File: src/rtl/dtt_pkg.sv
package dtt_pkg;
  typedef enum logic [1:0] {
    OP_LOAD = 2'd0,
    OP_HOLD = 2'd1,
    OP_RUN  = 2'd2,
    OP_BAD  = 2'd3
  } op_e;

  typedef struct packed {
    logic [2:0] src;
    op_e        op;
  } ctrl_t;

  localparam int unsigned REG_W    = 32;
  localparam int unsigned ADDR_W   = 8;
  localparam int unsigned N_CH     = 2;
  localparam int unsigned SRC_BASE = 4;

  localparam logic [7:0] OFF_DIV    = 8'h00;
  localparam logic [7:0] OFF_DATA   = 8'h04;
  localparam logic [7:0] OFF_CTRL   = 8'h08;
  localparam int unsigned CH_STRIDE = 16;
  localparam logic [7:0] OFF_MASK   = 8'h48;
  localparam logic [7:0] OFF_ACK    = 8'h4C;
  localparam logic [7:0] OFF_RAW    = 8'h50;
  localparam logic [7:0] OFF_MASKED = 8'h54;
endpackage

File: src/rtl/dtt_counter.sv
module dtt_counter
  import dtt_pkg::*;
#(
  parameter int unsigned CNT_W  = 32,
  parameter int unsigned N_TICK = 4
) (
  input  logic              clk_i,
  input  logic              rst_ni,
  input  logic              div_we_i,
  input  logic [CNT_W-1:0]  div_wdata_i,
  input  logic              ctrl_we_i,
  input  logic [4:0]        ctrl_wdata_i,
  input  logic [N_TICK-1:0] ticks_i,
  output logic [CNT_W-1:0]  div_o,
  output logic [4:0]        ctrl_o,
  output logic [CNT_W-1:0]  cnt_o,
  output logic              expire_o
);
  ctrl_t            ctrl_q;
  ctrl_t            ctrl_new;
  logic [CNT_W-1:0] div_q, cnt_q;
  logic             tick_sel, step;

  // source codes below SRC_BASE select nothing
  always_comb begin
    tick_sel = 1'b0;
    for (int i = 0; i < N_TICK; i++) begin
      if (ctrl_q.src == 3'(SRC_BASE + i)) tick_sel = ticks_i[i];
    end
  end

  assign ctrl_new = ctrl_t'(ctrl_wdata_i);
  // a control write owns the cycle; no tick is counted in it
  assign step     = (ctrl_q.op == OP_RUN) && tick_sel && !ctrl_we_i;
  assign expire_o = step && (cnt_q == '0);

  always_ff @(posedge clk_i or negedge rst_ni) begin
    if (!rst_ni) begin
      ctrl_q <= '0;
      div_q  <= '0;
      cnt_q  <= '0;
    end else begin
      if (div_we_i) div_q <= div_wdata_i;
      if (ctrl_we_i) begin
        ctrl_q <= ctrl_new;
        if (ctrl_new.op == OP_LOAD) cnt_q <= div_q;
      end else if (step) begin
        cnt_q <= (cnt_q == '0) ? div_q : cnt_q - 1'b1;
      end
    end
  end

  assign div_o  = div_q;
  assign ctrl_o = ctrl_q;
  assign cnt_o  = cnt_q;
endmodule

File: src/rtl/dtt_irq.sv
module dtt_irq #(
  parameter int unsigned N_CH = 2
) (
  input  logic            clk_i,
  input  logic            rst_ni,
  input  logic [N_CH-1:0] expire_i,
  input  logic            mask_we_i,
  input  logic            ack_we_i,
  input  logic [N_CH-1:0] wdata_i,
  output logic [N_CH-1:0] raw_o,
  output logic [N_CH-1:0] mask_o,
  output logic            irq_o
);
  logic [N_CH-1:0] raw_q, mask_q, clr;

  assign clr = ack_we_i ? wdata_i : '0;

  always_ff @(posedge clk_i or negedge rst_ni) begin
    if (!rst_ni) begin
      raw_q  <= '0;
      mask_q <= '0;
    end else begin
      // set after clear: a same-cycle expiry survives its acknowledge
      raw_q <= (raw_q & ~clr) | expire_i;
      if (mask_we_i) mask_q <= wdata_i;
    end
  end

  assign raw_o  = raw_q;
  assign mask_o = mask_q;
  assign irq_o  = |(raw_q & mask_q);
endmodule

File: src/rtl/dual_tick_timer.sv
module dual_tick_timer
  import dtt_pkg::*;
#(
  parameter int unsigned CNT_W  = 32,
  parameter int unsigned N_TICK = 4
) (
  input  logic              clk_i,
  input  logic              rst_ni,
  input  logic              req_i,
  input  logic              we_i,
  input  logic [7:0]        addr_i,
  input  logic [31:0]       wdata_i,
  output logic [31:0]       rdata_o,
  input  logic [N_TICK-1:0] ticks_i,
  output logic              irq_o
);
  logic                        wr, rd;
  logic [N_CH-1:0][CNT_W-1:0]  div_w, cnt_w;
  logic [N_CH-1:0][4:0]        ctrl_w;
  logic [N_CH-1:0]             expire_w, raw_w, mask_w;
  logic [31:0]                 rdata;

  assign wr = req_i && we_i;
  assign rd = req_i && !we_i;

  for (genvar ch = 0; ch < N_CH; ch++) begin : g_ch
    localparam logic [7:0] BASE = 8'(ch * CH_STRIDE);
    dtt_counter #(
      .CNT_W (CNT_W),
      .N_TICK(N_TICK)
    ) u_cnt (
      .clk_i       (clk_i),
      .rst_ni      (rst_ni),
      .div_we_i    (wr && addr_i == BASE + OFF_DIV),
      .div_wdata_i (wdata_i[CNT_W-1:0]),
      .ctrl_we_i   (wr && addr_i == BASE + OFF_CTRL),
      .ctrl_wdata_i(wdata_i[4:0]),
      .ticks_i     (ticks_i),
      .div_o       (div_w[ch]),
      .ctrl_o      (ctrl_w[ch]),
      .cnt_o       (cnt_w[ch]),
      .expire_o    (expire_w[ch])
    );
  end

  dtt_irq #(.N_CH(N_CH)) u_irq (
    .clk_i    (clk_i),
    .rst_ni   (rst_ni),
    .expire_i (expire_w),
    .mask_we_i(wr && addr_i == OFF_MASK),
    .ack_we_i (wr && addr_i == OFF_ACK),
    .wdata_i  (wdata_i[N_CH-1:0]),
    .raw_o    (raw_w),
    .mask_o   (mask_w),
    .irq_o    (irq_o)
  );

  always_comb begin
    rdata = '0;
    if (rd) begin
      for (int ch = 0; ch < N_CH; ch++) begin
        if (addr_i == 8'(ch * CH_STRIDE) + OFF_DIV)  rdata = 32'(div_w[ch]);
        if (addr_i == 8'(ch * CH_STRIDE) + OFF_DATA) rdata = 32'(cnt_w[ch]);
        if (addr_i == 8'(ch * CH_STRIDE) + OFF_CTRL) rdata = 32'(ctrl_w[ch]);
      end
      if (addr_i == OFF_MASK)   rdata = 32'(mask_w);
      if (addr_i == OFF_RAW)    rdata = 32'(raw_w);
      if (addr_i == OFF_MASKED) rdata = 32'(raw_w & mask_w);
    end
  end

  assign rdata_o = rdata;
endmodule

File: config.mk
export PLATFORM = sky130hd
export DESIGN_NAME = dual_tick_timer
export DESIGN_NICKNAME = d
export VERILOG_FILES = /design/src/rtl/dtt_pkg.sv /design/src/rtl/dtt_counter.sv /design/src/rtl/dtt_irq.sv /design/src/rtl/dual_tick_timer.sv
export SDC_FILE = /design/constraint.sdc
export NUM_CORES = 1
export LEC_CHECK = 0
export CAP_MARGIN = 20
export CORE_MARGIN = 8
export CORE_UTILIZATION = 34
export DETAILED_ROUTE_END_ITERATION = 7
export PLACE_DENSITY_LB_ADDON = 0.1
export SYNTH_ARGS = -nofsm -noshare
export SYNTH_HDL_FRONTEND = slang
export SYNTH_SLANG_ARGS = --single-unit
File: constraint.sdc
create_clock -name clk_i -period 3.5 [get_ports clk_i]
set_clock_uncertainty 0.1 [all_clocks]
set_input_delay 0.7 -clock clk_i [delete_from_list [all_inputs] [get_ports clk_i]]
set_output_delay 0.7 -clock clk_i [all_outputs]
set_load 0.01 [all_outputs]
==> impl_metrics.toml <==
[route]
num_vias = 8030
drtAntennaViolNets = 0
drt_iter0_markers = 607
viasPerCell = 5.75
totalWireLength_um = 31500
drc = 0
wire_per_inst_um = 22.5
drt_pass1_iterations = 7

[placed_design]
portBuffers = 80
dp_hpwl_um = 22500
gp_congestion = 0.872
placed_cells = 1356

[sta]
fin_crit_ns = 3.43
whs_ns = 0.0913
finalHoldViolations = 0
slew_violations = 0
slew_headroom_pct = 44.4
fmax_mhz = 291
setup_viol = 0
rsz0062_at_grt = "no"
worst_slew_pin_slew_ns = 0.831
period_share_pct = 98.1

[setup_path]
slowest_delay_ns = 0.60
worst_setup_path_start_kind = "input pin"
cp_data_required_time_ns = 2.70
crit_buf_inv = 5
arrival_ns = 2.63
r2r_cells = 9
cp_max_fo = 6
timing.rr.end = "g_ch[0].u_cnt.cnt_o[15]$_DFFE_PN0P_"
worstPathCellList = "dlygate4sd2_1 -> or4b_4 -> buf_6 -> nor2_1 -> buf_4 -> or2_4 -> bufbuf_16 -> a21oi_1 -> buf_2"
cp_top_family = "buffers and inverters"
reg2reg_slack_ns = 0.53
path_class = "input pin to primary output"
cp_slowest_cell = "or4b_4"
cp-end-kind = "primary output"
regToRegStartpoint = "g_ch[0].u_cnt.cnt_o[0]$_DFFE_PN0P_"

[synthesis]
ys.warnings.count = 0
ys_types = 75
seq_area_frac_synth_pct = 41.9
synthesis.nets = 967
syn_avg_cell_area_um2 = 9.26
ys.flop_type = "dfrtp_1"
synth_edf_count = 0
ys_ff_latch = 142
synth_area_um2 = 8480
syn_inst = 916
synthArstFlopShare_pct = 100

[global_routing]
grtUsageTotal_pct = 20.8
grt_pass1_vias = 8218
antenna_found_initial = 0
grt_pass1_wl_um = 49400
use_met1_pct = 28.0
grt_util_met3_pct = 3.28
globalRouteOverflowTotal = 0
gr-usage-met2_pct = 34.2
busiest_layer = "met2"
grt_max_degree = 53

[floorplanning]
pin_count = 81
initial_utilization_pct = 34.2
rows = 58
die_y_um = 174
die_area_um2 = 30300
core_area_um2 = 24800
dieWidth_um = 174

[status]
outcome = "complete, no violations"

[clock_tree]
clk_pin_slew_ns = 0.06
ctsHoldBuffers = 0
cts.sinks = 142
clock_latency_ns = 0.43
cts_tree = "built"
cts_buffer_depth = 2
cts_buffers = 17
ctsHtreeMaxLevel = 4
clockRootBuffer = "clkbuf_16"

[final_layout]
drive_above_1_share_pct = 26.0
final_nets = 1104
n_antenna_cell = 0
multiInputGateArea_um2 = 4590
regArea_um2 = 3550
layout.cells.non_filler = 1396
fill_cells = 2458
syn2layout_area_growth_pct = 29.8

[pwr]
max-vdd-ir-drop_mv = 0.262
leakage_nw = 4.69
p_per_area_nw_per_um2 = 351

[hold_path]
hold_class = "input pin to async pin"

[run]
maxCapViolCount = 0
-- flip-flops by register name, summed over array words and instances, names as in the netlist --
register           cells
g_ch.u_cnt.div_o      64
u_irq.raw_o            2
g_ch.u_cnt.ctrl_o     10
g_ch.u_cnt.cnt_o      64
u_irq.mask_o           2
-- how the worst max path moves through the flow --
stage                        endpoint  startpoint  cells after the start
after detailed placement   rdata_o[1]   addr_i[5]                      8
after floorplan           rdata_o[12]   addr_i[5]                      6
final                     rdata_o[28]   addr_i[5]                      9
after global placement     rdata_o[1]   addr_i[5]                      8
after CTS                 rdata_o[18]   addr_i[2]                      9
after global routing      rdata_o[28]   addr_i[5]                      9
-- through the flow --
step / instance area, um^2 / TNS, ns / util (%) / setup WS, ns / power (mW)
floorplan: 8480 / 0 / - / 0.254 / 1.78
global placement: 10300 / -17.47 / 41.6 / -0.540 / 1.95
detailed placement: 10300 / -17.38 / 41.6 / -0.543 / 1.95
CTS: 11000 / 0 / 44.3 / 0.0163 / 3.90
global route: 11000 / 0 / 44.4 / 0.00809 / 4.00
finish: 11000 / 0 / 44.4 / 0.0673 / 3.87
-- layer usage --
layer	vias up	part of all wire, %
met4	0	1.5
li1	3763	-
met2	203	48
met1	4039	47
met3	25	3.3
met5	-	0
-- cell usage in the layout (no fill, tap or decap), drive strengths merged, types with 5 or more instances in the layout --
cell type,Yosys,routed
dfrtp,142,142
buf,34,131
a21oi,94,94
mux2,71,71
a22oi,68,68
o21ai,66,66
nor2,61,61
nand2,53,53
clkdlybuf4s50,0,39
nor3,39,39
nand3,32,32
inv,30,30
nand4,29,29
clkbuf,34,25
nor4,19,19
or4,11,11
or3,11,11
a31oi,10,10
o22ai,9,9
o311ai,9,9
and3,7,7
o22a,7,7
dlygate4sd2,0,7
nand2b,6,6
mux2i,6,6
and2,5,5
o21a,5,5
clkdlybuf4s15,0,5
-- cell type report --
class / count / area share [%]
Clock inverter: 9 / 1.20
Multi-Input combinational cell: 676 / 41.6
Clock buffer: 23 / 4.43
Inverter: 30 / 1.02
Timing Repair Buffer: 186 / 15.7
Sequential cell: 142 / 32.3
Tap cell: 330 / 3.75
-- cells in the mapped netlist (all sizes together) (2+ instances only) --
library cell	n	share of area, %
dfrtp	142	42
a21oi	94	5.5
mux2	71	9.4
a22oi	68	6.0
o21ai	66	3.9
nor2	61	2.7
nand2	53	2.4
nor3	39	2.7
buf	34	2.4
clkbuf	34	1.5
nand3	32	1.9
inv	30	1.3
nand4	29	2.1
nor4	19	1.8
or3	11	0.81
or4	11	0.97
a31oi	10	0.74
o22ai	9	0.66
o311ai	9	1.0
and3	7	0.52
o22a	7	0.72
mux2i	6	0.71
nand2b	6	0.44
and2	5	0.37
o21a	5	0.44
a32oi	4	0.41
a41oi	4	0.63
o211ai	4	0.35
or4b	4	0.52
a21o	3	0.27
a221oi	3	0.31
a31o	3	0.31
ha	3	0.44
o221ai	3	0.31
or2	3	0.22
a2bb2oi	2	0.21
a41o	2	0.25
mux4	2	0.53
nor4b	2	0.38
o2bb2ai	2	0.21
-- worst reg2reg max path: stages (launching register included) --
cell and delay (ns):
dfrtp_1 0.44, inv_1 0.11, ha_1 0.22, or4b_4 0.55, nor3_4 0.31, a41oi_4 0.45
buf_12 0.33, nand2_1 0.14, o32ai_1 0.09, a21oi_1 0.15
-- logic make-up after synthesis --
| logic type | Yosys count | share of synthesized area [%] |
|---|---|---|
| flops | 142 | 41.9 |
| fa+ha+maj | 3 | 0.443 |
| simple gates | 286 | 18.4 |
| compound gates | 308 | 23.4 |
| mux | 79 | 10.7 |
| buf+inv | 98 | 5.22 |
-- what timing repair did --
item | 4_1_cts | 5_1_grt
resized for setup | 147 | 4
setup endpoints to repair | 32 | 14
setup buffers | 5 | 0
cloned | 2 | 1
pin swaps | 26 | 4
-- report_power, final --
part | leakage, nW | total [mW] | switching [mW] | internal [mW]
Combinational | 2.52 | 0.240 | 0.120 | 0.121
Clock | 0.299 | 1.93 | 0.732 | 1.20
Sequential | 1.87 | 1.70 | 0.0283 | 1.67
Total | 4.69 | 3.87 | 0.880 | 2.99
(Power assumes the default switching activity.)
